[src/rtl/pf_pkg.sv]
package pf_pkg;
  localparam int unsigned PF_AW         = 32;
  localparam int unsigned PF_SLOT_BYTES = 8;
  localparam int unsigned PF_DEPTH      = 4;
  localparam int unsigned PF_SHORT_LEN  = 4;
  localparam int unsigned PF_LONG_LEN   = 8;

  // Byte length selected by the pre-decoded size bit
  function automatic int unsigned pf_len(input logic is_long);
    return is_long ? PF_LONG_LEN : PF_SHORT_LEN;
  endfunction
endpackage

[src/rtl/pf_fetch_addr.sv]
module pf_fetch_addr #(
  parameter int unsigned AW = 32
) (
  input  logic          clk,
  input  logic          rst,
  input  logic [AW-1:0] reset_vec,
  input  logic          redirect,
  input  logic [AW-1:0] redirect_target,
  input  logic          take,
  input  logic          take_long,
  output logic [AW-1:0] addr
);
  function automatic logic [AW-1:0] step_addr(input logic [AW-1:0] a, input logic lng);
    return a + AW'(pf_pkg::pf_len(lng));
  endfunction

  always_ff @(posedge clk) begin
    if (rst)           addr <= reset_vec;
    else if (redirect) addr <= redirect_target;
    else if (take)     addr <= step_addr(addr, take_long);
  end
endmodule

[src/rtl/pf_inflight.sv]
module pf_inflight #(
  parameter int unsigned DEPTH = 4,
  localparam int unsigned CW   = $clog2(DEPTH + 1)
) (
  input  logic          clk,
  input  logic          rst,
  input  logic          alloc,
  input  logic          rsp_valid,
  input  logic          redirect,
  output logic [CW-1:0] pend_cnt,
  output logic [CW-1:0] disc_cnt,
  output logic          rsp_live,
  output logic          can_issue
);
  logic          rsp_drop;
  logic [CW:0]   total;

  assign total     = {1'b0, pend_cnt} + {1'b0, disc_cnt};
  assign can_issue = total < (CW+1)'(DEPTH);
  assign rsp_live  = rsp_valid && (disc_cnt == '0) && !redirect;
  assign rsp_drop  = rsp_valid && (disc_cnt != '0);

  always_ff @(posedge clk) begin
    if (rst) begin
      pend_cnt <= '0;
      disc_cnt <= '0;
    end else if (redirect) begin
      // everything still outstanding becomes stale
      pend_cnt <= '0;
      disc_cnt <= CW'(total - (CW+1)'(rsp_valid));
    end else begin
      pend_cnt <= pend_cnt + CW'(alloc) - CW'(rsp_live);
      disc_cnt <= disc_cnt - CW'(rsp_drop);
    end
  end
endmodule

[src/rtl/pf_slot_ring.sv]
module pf_slot_ring #(
  parameter int unsigned DEPTH = 4,
  parameter int unsigned AW    = 32,
  parameter int unsigned DW    = 64,
  localparam int unsigned PW   = $clog2(DEPTH),
  localparam int unsigned CW   = $clog2(DEPTH + 1)
) (
  input  logic          clk,
  input  logic          rst,
  input  logic          flush,
  input  logic          alloc,
  input  logic [AW-1:0] alloc_addr,
  input  logic          alloc_long,
  input  logic          fill,
  input  logic [DW-1:0] fill_data,
  input  logic          pop,
  output logic [CW-1:0] count,
  output logic          head_valid,
  output logic [DW-1:0] head_data,
  output logic          head_long,
  output logic [AW-1:0] head_addr
);
  logic [PW-1:0] head_ptr, tail_ptr, fill_ptr;
  logic [AW-1:0] s_addr [DEPTH];
  logic [DW-1:0] s_data [DEPTH];
  logic          s_long [DEPTH];
  logic          s_full [DEPTH];
  logic          pop_eff;

  function automatic logic [PW-1:0] ptr_next(input logic [PW-1:0] p);
    return (p == PW'(DEPTH - 1)) ? '0 : p + 1'b1;
  endfunction

  assign head_valid = (count != '0) && s_full[head_ptr];
  assign head_data  = s_data[head_ptr];
  assign head_long  = s_long[head_ptr];
  assign head_addr  = s_addr[head_ptr];
  assign pop_eff    = pop && head_valid;

  for (genvar g = 0; g < DEPTH; g++) begin : g_slot
    logic alloc_here, fill_here;
    assign alloc_here = alloc && (tail_ptr == PW'(g));
    assign fill_here  = fill  && (fill_ptr == PW'(g));
    always_ff @(posedge clk) begin
      if (rst || flush) begin
        s_full[g] <= 1'b0;
      end else if (alloc_here) begin
        s_full[g] <= 1'b0;
        s_addr[g] <= alloc_addr;
        s_long[g] <= alloc_long;
      end else if (fill_here) begin
        s_full[g] <= 1'b1;
        s_data[g] <= fill_data;
      end
    end
  end

  always_ff @(posedge clk) begin
    if (rst || flush) begin
      head_ptr <= '0;
      tail_ptr <= '0;
      fill_ptr <= '0;
      count    <= '0;
    end else begin
      if (pop_eff) head_ptr <= ptr_next(head_ptr);
      if (alloc)   tail_ptr <= ptr_next(tail_ptr);
      if (fill)    fill_ptr <= ptr_next(fill_ptr);
      count <= count + CW'(alloc) - CW'(pop_eff);
    end
  end
endmodule

[src/rtl/pf_prefetch_queue.sv]
module pf_prefetch_queue #(
  parameter int unsigned DEPTH      = pf_pkg::PF_DEPTH,
  parameter int unsigned ADDR_W     = pf_pkg::PF_AW,
  parameter int unsigned SLOT_BYTES = pf_pkg::PF_SLOT_BYTES,
  localparam int unsigned DATA_W    = SLOT_BYTES * 8,
  localparam int unsigned CW        = $clog2(DEPTH + 1)
) (
  input  logic              clk,
  input  logic              rst,
  input  logic [ADDR_W-1:0] reset_vec,
  output logic              fetch_req,
  output logic [ADDR_W-1:0] fetch_addr,
  input  logic              fetch_gnt,
  input  logic              fetch_gnt_long,
  input  logic              rsp_valid,
  input  logic [DATA_W-1:0] rsp_data,
  output logic              dec_valid,
  output logic [DATA_W-1:0] dec_data,
  output logic              dec_long,
  output logic [ADDR_W-1:0] dec_pc,
  input  logic              dec_ready,
  input  logic              redirect,
  input  logic [ADDR_W-1:0] redirect_target
);
  // named internal events, also observed by the bound checker
  logic [CW-1:0] ring_count;
  logic [CW-1:0] pend_cnt;
  logic [CW-1:0] disc_cnt;
  logic          can_issue;
  logic          rsp_live;
  logic          ring_has_room;
  logic          fetch_take;
  logic          pop_take;

  assign ring_has_room = ring_count < CW'(DEPTH);
  assign fetch_req     = !redirect && ring_has_room && can_issue;
  assign fetch_take    = fetch_req && fetch_gnt;
  assign pop_take      = dec_valid && dec_ready && !redirect;

  pf_fetch_addr #(.AW(ADDR_W)) u_addr (
    .clk             (clk),
    .rst             (rst),
    .reset_vec       (reset_vec),
    .redirect        (redirect),
    .redirect_target (redirect_target),
    .take            (fetch_take),
    .take_long       (fetch_gnt_long),
    .addr            (fetch_addr)
  );

  pf_inflight #(.DEPTH(DEPTH)) u_inflight (
    .clk       (clk),
    .rst       (rst),
    .alloc     (fetch_take),
    .rsp_valid (rsp_valid),
    .redirect  (redirect),
    .pend_cnt  (pend_cnt),
    .disc_cnt  (disc_cnt),
    .rsp_live  (rsp_live),
    .can_issue (can_issue)
  );

  pf_slot_ring #(.DEPTH(DEPTH), .AW(ADDR_W), .DW(DATA_W)) u_ring (
    .clk        (clk),
    .rst        (rst),
    .flush      (redirect),
    .alloc      (fetch_take),
    .alloc_addr (fetch_addr),
    .alloc_long (fetch_gnt_long),
    .fill       (rsp_live),
    .fill_data  (rsp_data),
    .pop        (pop_take),
    .count      (ring_count),
    .head_valid (dec_valid),
    .head_data  (dec_data),
    .head_long  (dec_long),
    .head_addr  (dec_pc)
  );
endmodule

[config.mk]
export PLATFORM = sky130hd
export DESIGN_NAME = pf_prefetch_queue
export DESIGN_NICKNAME = d
export VERILOG_FILES = /design/src/rtl/pf_pkg.sv /design/src/rtl/pf_fetch_addr.sv /design/src/rtl/pf_inflight.sv /design/src/rtl/pf_slot_ring.sv /design/src/rtl/pf_prefetch_queue.sv
export SDC_FILE = /design/constraint.sdc
export NUM_CORES = 1
export LEC_CHECK = 0
export BUFFER_PORTS_ARGS = -buffer_cell sky130_fd_sc_hd__buf_2
export CORE_MARGIN = 4
export CORE_UTILIZATION = 35
export DETAILED_ROUTE_END_ITERATION = 8
export GPL_TIMING_DRIVEN = 0
export PLACE_DENSITY = 0.63
export SLEW_MARGIN = 5
export SYNTH_ARGS = -nofsm -noshare
export SYNTH_HDL_FRONTEND = slang
export SYNTH_SLANG_ARGS = --single-unit
[constraint.sdc]
create_clock -name clk -period 7.47 [get_ports clk]
set_input_delay 0.3735 -clock clk [delete_from_list [all_inputs] [get_ports clk]]
set_output_delay 0.3735 -clock clk [all_outputs]
set_load 0.02 [all_outputs]
* Word level (Yosys, flattened, before mapping) *
Memories as Yosys holds them, arrays and structs flattened. A register that Yosys moved wholly into a read port is not among the register bits.
Cells that the tools add are included.

operators by class
  multipliers = 0
  equal/unequal tests = 7
  add/sub/neg operators = 11
  shift operators = 0
  reductions and logical operators = 36
  mux-type cells = 81
  bitwise logic cells = 8
  divide/modulo/power cells = 0
  magnitude comparators = 2

operators with widths
  operator                                             number
  two-way mux 32 bit                                   6
  two-way mux 64 bit                                   3
  OR reduction 64 bit                                  3
  OR reduction 32 bit                                  3
  two-way mux 1 bit                                    50
  two-way mux 2 bit                                    20
  adder 32 bit                                         1
  logical AND 1 bit                                    18
  subtractor 3 x 1 -> 3 bit                            4
  equality test 2 bit, second input constant           5
  nonzero test 3 bit                                   3
  bitwise OR 1 bit                                     8
  adder 2 x 1 -> 2 bit, second input constant          3
  adder 3 x 1 -> 3 bit                                 2
  adder 3 x 3 -> 4 bit                                 1
  equality test 2 x 1 -> 1 bit, second input constant  2
  logical NOT 2 bit                                    2
  < comparator 4 x 3 -> 1 bit, second input constant   1
  two-way mux 4 bit                                    1
  logical NOT 3 bit                                    1
  < comparator 3 bit, second input constant            1
  two-way mux 3 bit                                    1
  OR reduction 1 bit                                   3
  OR reduction 2 bit                                   1
  2 further kinds                                      2

storage, ports and cells
  register bits = 47
  bits in read-only memories = 0
  word-level logic and storage cells = 156
  input bits = 135
  memories = 4
  bits in latches = 0
  bits in writable memories = 392
  output and inout bits = 131

memory list
  name           words  bits a word  read ports  clocked after Yosys merged registers in  write ports  line                RTL
  u_ring.s_data  4      64           1           1                                        1            pf_slot_ring.sv:25  logic [DW-1:0] s_data [DEPTH];
  u_ring.s_addr  4      32           1           1                                        1            pf_slot_ring.sv:24  logic [AW-1:0] s_addr [DEPTH];
  u_ring.s_full  4      1            1           1                                        4            pf_slot_ring.sv:27  logic s_full [DEPTH];
  u_ring.s_long  4      1            1           1                                        1            pf_slot_ring.sv:26  logic s_long [DEPTH];

* Logic depth before layout (Yosys ltp) *
  depth after elaboration = 12
  depth in mapped cells = 13
  depth with buffers taken out = 11

* By module *
A second synthesis with hierarchy kept.

second synthesis, totals
  cell total of the unflattened synthesis = 857
  area total of the unflattened synthesis = 17423.0 um^2

by module, submodules not included
  module             area each (um^2)  cells an instance  instances  sequential area each (um^2)
  pf_slot_ring       14813.0           601                1          11991.5
  pf_fetch_addr      2117.0            205                1          960.9
  pf_inflight        462.9             48                 1          120.1
  pf_prefetch_queue  30.0              3                  1          0.0

* Least setup slack after synthesis *
OpenSTA, ideal clock, no wires.

  path kind = register to register
  from = reg u_inflight.pend_cnt[0]
  to = mem u_ring.s_full[0] (data pin)
  library setup time = 0.828 ns
  clock period less this slack = 5.712 ns
  arrival time = 4.884 ns
  required time = 6.642 ns
  slack = 1.758 ns
  buffers on the path = 2
  cell stages (with the launch flop) = 9
  cell sequence = dfxtp_1 > ha_1 > fa_1 > and2_1 > a21oi_1 > and3b_1 > buf_2 > buf_2 > a21oi_1

RTL lines
  element                 line                RTL
  from (decl)             pf_inflight.sv:10   output logic [CW-1:0] pend_cnt,
  from (signal assigned)  pf_inflight.sv:32   pend_cnt <= pend_cnt + CW'(alloc) - CW'(rsp_live);
  to (decl)               pf_slot_ring.sv:27

* Final worst setup path *
  from = reg u_inflight.pend_cnt[0]
  to = mem u_ring.s_data[0][51], enable pin

on the way
  longest elaborated chain between the ends = 12
  elaborated cells between the ends (all ways) = 29
  those cells by class = 1 x add/sub; 1 x order compare; 18 x mux; 9 x reduce/logical

ends and longest elaborated chain
  element                                                                                       line                     RTL
  adder 3 x 3 -> 4 bit *                                                                        pf_inflight.sv:18        assign total = {1'b0, pend_cnt} + {1'b0, disc_cnt};
  < comparator 4 x 3 -> 1 bit *                                                                 pf_inflight.sv:19        assign can_issue = total < (CW+1)'(DEPTH);
  logical AND 1 bit *                                                                           pf_prefetch_queue.sv:36  assign fetch_req = !redirect && ring_has_room && can_issue;
  logical AND 1 bit *                                                                           pf_prefetch_queue.sv:37  assign fetch_take = fetch_req && fetch_gnt;
  named net fetch_take                                                                          pf_prefetch_queue.sv:32  logic fetch_take;
  logical AND 1 bit                                                                             pf_slot_ring.sv:42       assign alloc_here = alloc && (tail_ptr == PW'(g));
  two-way mux 1 bit                                                                             pf_slot_ring.sv:47       end else if (alloc_here) begin
  two-way mux 1 bit                                                                             pf_slot_ring.sv:45       if (rst || flush) begin
  two-way mux 1 bit (not written as such)                                                       pf_slot_ring.sv:53       s_data[g] <= fill_data;
  OR reduction 64 bit (no source line)                                                          n/a
  two-way mux 2 bit (no source line) / two-way mux 1 bit (equally long branches) (3 in series)  n/a
  to (decl)                                                                                     pf_slot_ring.sv:25

The timed path passes the listed nets; every way through them passes the cells marked *.

==> impl_metrics.tcl <==
set metrics [dict create \
    status "finished, final reports clean" \
    start_kind "flop" \
    ios 266 \
    wl_met1_um 17200 \
    ys_seq_elements 441 \
    core_area_um2 49000 \
    p_clk_share_pct 43.6 \
    drive_above_1_share_pct 38.5 \
    hold_class "primary input to flop" \
    dp_cells 1799 \
    route.met2.wl_um 19700 \
    rows 81 \
    tightest_slew_ps 890 \
    peakVddDrop_mv 0.133 \
    cap_viol_max_count 0 \
    synth_fp_nets 1015 \
    cts_buffer_depth 3 \
    vias 9443 \
    grt_pass1_vias 9912 \
    cts.repair.resized 0 \
    finalCritPeriodShare_pct 45.4 \
    path_max_fanout 18 \
    rsz0062_at_grt "no" \
    antenna_found_initial 1 \
    slew_headroom_pct 40.5 \
    netlist_top_cells_area "edfxtp_1, mux4_2, dfxtp_1" \
    synth-edff-count 424 \
    rrSetupSlack_ps 4080 \
    fmax_mhz 295 \
    dp_hpwl_um 27700 \
    dieHeight_um 231 \
    path_delay_family "compound AO/OA/AOI/OAI gates" \
    dieArea_um2 53200 \
    start_util_pct 35.5 \
    drt_iter0_markers 546 \
    avgSynthCellArea_um2 20.3 \
    ant_nets 0 \
    top_layer_used "met5" \
    nets 1376 \
    cp.required_ps 7730 \
    tritoncts "done" \
    port-buffer-count 265 \
    cts-root-buf "clkbuf_16" \
    setup_tns_ps 0 \
    drv_slew 0 \
    synthToLayoutAreaGrowth_pct 26.1 \
    fin_skew_ps 12.4 \
    p_leak_nw 7.57 \
    setup_violations 0 \
    yosysTopAreaCell "edfxtp_1" \
    synthDominantCellAreaShare_pct 73.3 \
    power_switching_mw 1.17 \
    p_int_mw 4.41 \
    via_per_inst 4.93 \
    grt_overflow_total 0 \
    synth_area_um2 17400 \
    finalNonFillerCells 1917 \
    ys_seq_area_share_pct 75.3 \
    ys_types 48 \
    power.density_nw_per_um2 255 \
    post_drt_wl_per_cell_um 21.1 \
    critPathKind "flop to flop" \
    clkTransAtPathRegs_ps 60 \
    switching_share_pct 20.9 \
    worst_slack_ps 4080 \
    hold_viol 0 \
    cp_slowest_cell "a21oi_4" \
    ys_warn_count 0 \
    grt_use_total_pct 15.0 \
    h-tree-depth 2 \
    arrival_ps 3650 \
    clock_latency_ps 550 \
    end_kind "flop" \
    post-place-ws_ps 4040 \
    cpPeakStageDelay_ps 750 \
    num-fill-cells 4234 \
    seqPwrFrac_pct 50.9 \
    synthCells 854 \
    crit_chain "ha_1 > fa_1 > and2_1 > a21oi_1 > and3b_1 > buf_2 > buf_2 > a21oi_4 > buf_16 > buf_16" \
    place.gp.congestion 0.833 \
    drtPass1Iterations 5 \
    postSynth.asyncResetShare_pct 0 \
    cts_made_buffers 47 \
    finalPower_mw 5.58 \
    cp_num_buf_inv 4 \
    synth_flop_cell "edfxtp_1" \
    grt_max_degree 31 \
    clkSinkCount 441 \
    die_w_um 231 \
    combPwrFrac_pct 5.6 \
    met3WireLength_um 3040 \
    fin_crit_ps 3390 \
    grt_pass1_wl_um 60700 \
    drt-total-wl_um 40500 \
    drc 0 \
]
-- final timing paths --
kind	start	to	depth (start not counted)
min	rsp_data[14]	u_ring.s_data[2][14]	1
max	u_inflight.pend_cnt[0]	u_ring.s_data[0][51]	10
max reg2reg	u_inflight.pend_cnt[0]	u_ring.s_data[0][51]	10
min reg2reg	u_ring.head_ptr[0]	flop	2
-- Yosys cell counts (all sizes together) (3+ instances only) --
cell type,number
a22oi,16
dfxtp,17
xor2,23
a211oi,3
a21oi,17
nor2,16
mux2i,8
mux4,98
ha,22
o21ai,19
and3,15
o22ai,6
buf,23
inv,20
clkbuf,17
and2,8
nand2,25
nor2b,3
nand4,12
and4,4
nor3,8
nand3,12
a221o,4
fa,4
xnor2,8
edfxtp,424
-- per-layer routing --
metal / global-route usage, % / up-vias
met3: 4.08 / 48
met5: 0 / -
li1: - / 4240
met4: 2.95 / 2
met1: 20.3 / 4807
met2: 24.7 / 346
-- cell families after synthesis --
group                    Yosys count  synth area share (%)
flip-flops                       441                  75.3
AND/OR/NAND/NOR                  111                  3.45
multiplexers                     107                  13.2
AO/OA/AOI/OAI                     77                  2.90
buffers and inverters             61                  1.51
XOR/XNOR                          31                  1.56
adder cells (fa/ha/maj)           26                  2.05
-- layout by cell type, fill, tap and decap left out, drive strengths merged, types with 10 or more instances in the layout --
cell and n:
edfxtp 424, buf 304, mux4 98, clkbuf 73, dlygate4sd3 31, nand2 25, xor2 23, ha 22
inv 22, o21ai 19, dfxtp 17, a21oi 17, a22oi 16, nor2 16, clkinv 16, and3 15
nand4 12, nand3 12, bufinv 10
-- power groups by stage --
| stage | Combinational, mW | Sequential (mW) | Clock (mW) |
|---|---|---|---|
| floorplan | 0.139 | 2.89 | 0 |
| global placement | 0.285 | 2.89 | 0 |
| detailed placement | 0.298 | 2.89 | 0 |
| CTS | 0.314 | 2.84 | 2.50 |
| global route | 0.343 | 2.84 | 2.61 |
| finish | 0.310 | 2.84 | 2.43 |
-- flip-flops by register name (all words and copies together) (netlist names), named ones only --
register	flops
u_inflight.pend_cnt	3
u_ring.head_ptr	2
u_ring.tail_ptr	2
u_ring.s_long	4
u_ring.s_full	4
u_inflight.disc_cnt	3
u_addr.addr	32
u_ring.s_data	256
u_ring.count	3
u_ring.s_addr	128
u_ring.fill_ptr	2
-- timing repair --
| item | CTS | global route |
|---|---|---|
| endpoints found under the hold margin | 108 | 0 |
| hold buffers | 31 | 0 |
| setup buffers | 0 | 0 |
-- cell type report --
cell class	instances	area (µm²)	share of cell area, %
antenna	1	2.50	0.0114
buffer	40	184	0.840
clock buffer	56	1220	5.57
clock inverter	30	403	1.84
inverter	21	78.8	0.360
multi-input combinational	352	4080	18.6
sequential	441	13100	59.7
tap	664	831	3.79
timing repair buffer	312	2030	9.28
-- metrics by stage --
stage                     hold WS [ps]  area [µm²]  util (%)
after detailed placement           519       20000      40.8
after CTS                         1.27       21900      44.7
final                             46.8       21900      44.7
after global placement             487       19500      39.9
after global routing              5.28       21900      44.7
after floorplan                    463       17400         -
Note: power is estimated with default switching activity, not from simulation.
